**src/rtl/dly_pkg.sv**
```systemverilog
package dly_pkg;

  // Width of a select field able to address n slots (at least one bit).
  function automatic int sel_bits(input int n);
    return (n <= 1) ? 1 : $clog2(n);
  endfunction

endpackage

```
**src/rtl/dly_chain.sv**
```systemverilog
module dly_chain #(
  parameter int WIDTH  = 8,
  parameter int STAGES = 16
) (
  input  logic                          clk,
  input  logic                          rst_n,
  input  logic                          ce,
  input  logic [WIDTH-1:0]              din,
  output logic [STAGES-1:0][WIDTH-1:0]  slots
);

  for (genvar k = 0; k < STAGES; k++) begin : g_slot
    logic [WIDTH-1:0] nxt;
    if (k == 0) begin : g_head
      assign nxt = din;
    end else begin : g_body
      assign nxt = slots[k-1];
    end

    always_ff @(posedge clk or negedge rst_n) begin
      if (!rst_n)  slots[k] <= '0;
      else if (ce) slots[k] <= nxt;
    end
  end

endmodule

```
**src/rtl/dly_tap_mux.sv**
```systemverilog
module dly_tap_mux #(
  parameter int WIDTH   = 8,
  parameter int STAGES  = 16,
  parameter int DEPTH_W = 4
) (
  input  logic [STAGES-1:0][WIDTH-1:0] slots,
  input  logic [DEPTH_W-1:0]           sel,
  output logic [WIDTH-1:0]             y
);

  // Select values past the last slot fall back to the last slot.
  always_comb begin
    y = slots[STAGES-1];
    for (int k = 0; k < STAGES; k++) begin
      if (sel == DEPTH_W'(k)) y = slots[k];
    end
  end

endmodule

```
**src/rtl/dly_out_stage.sv**
```systemverilog
module dly_out_stage #(
  parameter int WIDTH    = 8,
  parameter bit EXTRA_FF = 1'b1
) (
  input  logic             clk,
  input  logic             rst_n,
  input  logic             ce,
  input  logic [WIDTH-1:0] d,
  output logic [WIDTH-1:0] q
);

  if (EXTRA_FF) begin : g_reg
    always_ff @(posedge clk or negedge rst_n) begin
      if (!rst_n)  q <= '0;
      else if (ce) q <= d;
    end
  end else begin : g_pass
    assign q = d;
  end

endmodule

```
**src/rtl/dly_line.sv**
```systemverilog
module dly_line #(
  parameter int WIDTH    = 8,
  parameter int STAGES   = 16,
  parameter bit EXTRA_FF = 1'b1,
  parameter int DEPTH_W  = dly_pkg::sel_bits(STAGES)
) (
  input  logic               clk,
  input  logic               rst_n,
  input  logic               ce_i,
  input  logic [WIDTH-1:0]   din_i,
  input  logic [DEPTH_W-1:0] depth_i,
  output logic [WIDTH-1:0]   tap_o,
  output logic [WIDTH-1:0]   casc_o,
  output logic [WIDTH-1:0]   tap_q_o
);

  localparam int LAST = STAGES - 1;

  logic [STAGES-1:0][WIDTH-1:0] slots;

  dly_chain #(.WIDTH(WIDTH), .STAGES(STAGES)) u_chain (
    .clk   (clk),
    .rst_n (rst_n),
    .ce    (ce_i),
    .din   (din_i),
    .slots (slots)
  );

  dly_tap_mux #(.WIDTH(WIDTH), .STAGES(STAGES), .DEPTH_W(DEPTH_W)) u_mux (
    .slots (slots),
    .sel   (depth_i),
    .y     (tap_o)
  );

  dly_out_stage #(.WIDTH(WIDTH), .EXTRA_FF(EXTRA_FF)) u_out (
    .clk   (clk),
    .rst_n (rst_n),
    .ce    (ce_i),
    .d     (tap_o),
    .q     (tap_q_o)
  );

  assign casc_o = slots[LAST];

endmodule

```
**config.mk**
```make
export PLATFORM = sky130hd
export DESIGN_NAME = dly_line
export DESIGN_NICKNAME = d
export VERILOG_FILES = /design/src/rtl/dly_pkg.sv /design/src/rtl/dly_chain.sv /design/src/rtl/dly_tap_mux.sv /design/src/rtl/dly_out_stage.sv /design/src/rtl/dly_line.sv
export SDC_FILE = /design/constraint.sdc
export NUM_CORES = 1
export LEC_CHECK = 0
export BUFFER_PORTS_ARGS = -buffer_cell sky130_fd_sc_hd__buf_2
export CORE_MARGIN = 1
export CORE_UTILIZATION = 31
export DETAILED_ROUTE_END_ITERATION = 10
export PLACE_DENSITY = 0.42
export SYNTH_ARGS = -nofsm -noshare
export SYNTH_HDL_FRONTEND = slang
export SYNTH_SLANG_ARGS = --single-unit
```
**constraint.sdc**
```tcl
create_clock -name clk -period 3 [get_ports clk]
set_clock_uncertainty 0.15 [all_clocks]
set_input_delay 0 -clock clk [delete_from_list [all_inputs] [get_ports clk]]
set_output_delay 0 -clock clk [all_outputs]
set_load 0.01 [all_outputs]
```
==> impl_metrics.csv <==
group,metric,value,unit
synth,ys_seq_area_share,48.4,%
cts,clkSinkCount,136,
setup_path,crit_fanout,40,
routing,wl_per_cell,20.3,um
cells_and_area,drive_gt1_share,39.6,%
setup_path,crit_type,"in2out",
synth,synth_top_family_by_area,"multiplexers",
placement,port_buffers,38,
cells_and_area,seq_area,3400,um^2
timing,drv_slew,0,
routing,vias,4654,
cells_and_area,fin_cells,886,
synth,async_flop_share,100,%
grt,gr-total-overflow,0,
grt,track_usage,16.2,%
grt,antenna_found_initial,0,
run,max-cap-violations,0,
synth,ys_types,75,
timing,min_period,2.35,ns
cts,clk_pin_slew,0.06,ns
setup_path,cp_data_arrival_time,2.20,ns
synth,synth_simple_gate_area_share,7.33,%
timing,slew_headroom,41.0,%
cts,clockBufferDepth,2,
timing,setup_violations,0,
setup_path,rrSetupSlack,1.03,ns
power_and_ir_drop,ir_worst_vdd,355,uV
die,dieWidth,153,um
synth,ys_warn_count,0,
power_and_ir_drop,leakage,3.35,nW
grt,grt_max_degree,80,
die,num_io_pins,39,
cts,cts_htree_levels,4,
setup_path,r2r_start,"u_chain.g_slot[2].nxt[3]",
routing,routed_wl,18000,um
die,initial_utilization,31.9,%
setup_path,ff2ff_path_depth,5,
power_and_ir_drop,power-per-cell-area,868,nW/um^2
die,dieHeight,153,um
grt,grt_pass1_vias,4872,
worst_hold_path,hold_class,"in2async",
synth,yosys_register_bits,136,
die,placeableCoreArea,22000,um^2
placement,gp_congestion,0.787,
synth,muxShareOfSynthArea,26.0,%
timing,min_period_over_period,78.4,%
cells_and_area,area_growth,14.0,%
outcome,status,"complete, no violations",
cts,cts_made_buffers,17,
cts,insertion_delay,0.42,ns
cells_and_area,multi_input_area,3200,um^2
routing,firstDrtPassIters,6,
setup_path,end_kind,"output pin",
timing,final.setup.tns,0,ns
synth,synthAdderAreaFrac,0,%
synth,netlist_instances,567,
placement,place_inst,844,
cells_and_area,fin_area,8020,um^2
synth,avgSynthCellArea,12.4,um^2
placement,dpl.hpwl,12100,um
timing,worstMarginPinSlew,0.885,ns
timing,fmax,425,MHz
cts,cts_tree,"yes",
timing,whs,0.0474,ns
die,die-area,23300,um^2
cells_and_area,antenna_cells,0,
routing,vias_per_cell,5.25,
synth,synth_ff_type,"dfrtp_1",
synth,syn_area,7040,um^2
setup_path,crit_path_start_kind,"input pin",
synth,synth-edff-count,0,
timing,rsz0062_at_grt,"no",
routing,drc,0,
grt,grt_pass1_wl,28700,um
cells_and_area,fillerInstances,2190,
synth,yosys.area_share.xor_xnor,0,%
routing,antenna_left,0,
placement,place_area,7320,um^2
synth,synth_nets,582,
synth,synth-compound-area-share,12.1,%
cells_and_area,nNetsFinal,608,
setup_path,r2r-end,"u_out.q[3]",
setup_path,cp_data_required_time,2.85,ns
routing,dr.first_iter.drc_count,206,
die,rows,54,
cts,cts_root_buf,"clkbuf_16",
timing,hold_viol,0,
[through the flow]
step	util, %	power [mW]	worst slack (ns)
2_1_floorplan	-	4.28	1.17
3_3_place_gp	33.2	4.82	0.655
3_5_place_dp	33.2	4.86	0.625
4_1_cts	36.4	7.05	0.625
5_1_grt	36.4	7.37	0.465
6_report	36.4	6.96	0.648
[registers in the layout, summed over array words and instances, names as in the netlist]
register            count
u_chain.g_slot.nxt    120
u_out.q                 8
u_chain.slots           8
[layer usage]
metal	part of all wire (%)	GRT usage [%]	vias to the layer above
li1	-	-	2142
met1	47	21.3	2413
met2	48	26.2	78
met3	2.9	3.10	21
met4	2.4	6.54	0
met5	0	0	-
[where the power goes]
group	leakage (nW)	switching [mW]	internal, mW
clock network	0.298	0.804	1.34
logic	1.43	0.696	0.975
registers	1.63	0.611	2.53
total	3.35	2.11	4.85
[worst max-delay path, stage by stage]
cell,delay (ns)
buf_2,0.66
buf_4,0.39
nor2b_1,0.37
a21oi_1,0.07
nand2b_1,0.17
a21oi_1,0.26
o21a_1,0.14
buf_2,0.12
[repair_timing]
item,in CTS,in global routing
endpoints found under the hold margin,85,0
hold buffers,10,0
setup buffers,0,0
resized for setup,0,0
[cell type report]
type / count / area share, %
sequential: 136 / 42.4
timing repair buffer: 62 / 5.40
multi-input combinational: 369 / 39.9
clock buffer: 19 / 5.65
clock inverter: 13 / 1.90
tap: 280 / 4.37
inverter: 7 / 0.328
[cells in the mapped netlist, types with 4 or more instances]
cell type	instances	area share, %
mux2_2	137	22
dfrtp_1	136	48
nand2_1	22	1.2
o21ai_0	21	1.5
a21oi_1	17	1.2
clkbuf_1	17	0.91
mux2i_1	14	2.0
nor2_1	13	0.69
buf_6	12	1.9
a31oi_1	11	0.98
buf_2	9	0.64
buf_4	9	0.96
nand2b_1	9	0.80
nor2b_1	9	0.80
a22oi_1	7	0.75
o211ai_1	7	0.75
inv_1	6	0.32
nand3_1	6	0.43
o21ai_1	6	0.43
nand3b_1	5	0.53
o221ai_1	5	0.62
o22ai_1	5	0.44
and3b_1	4	0.50
clkbuf_8	4	0.78
o21a_1	4	0.43
o31ai_1	4	0.43
[cell usage in the layout, fill, tap and decap left out, drive strengths merged, types with 4 or more instances in the layout]
master,count
a21oi,17
a22oi,8
a31oi,11
and2,4
and3b,4
buf,52
clkbuf,19
clkinv,8
dfrtp,136
dlygate4sd3,10
inv,7
mux2,141
mux2i,14
mux4,4
nand2,22
nand2b,10
nand3,6
nand3b,5
nor2,14
nor2b,9
o211ai,7
o21a,4
o21ai,27
o221ai,5
o22ai,5
o31ai,5
[worst max path at each step]
stage | slack, ns | endpoint | from
finish | 0.65 | tap_o[1] | depth_i[1]
CTS | 0.62 | tap_o[0] | depth_i[1]
detailed placement | 0.63 | tap_o[0] | depth_i[1]
global placement | 0.66 | u_out.q[5] | depth_i[1]
global route | 0.46 | tap_o[1] | depth_i[1]
floorplan | 1.17 | u_out.q[4] | u_chain.slots[124]
[logic make-up after synthesis]
group | Yosys count
and+or+nand+nor | 89
buffers and inverters | 62
muxes | 159
AOI/OAI and AO/OA | 121
DFF | 136
Note: power is estimated with default switching activity, not from simulation.
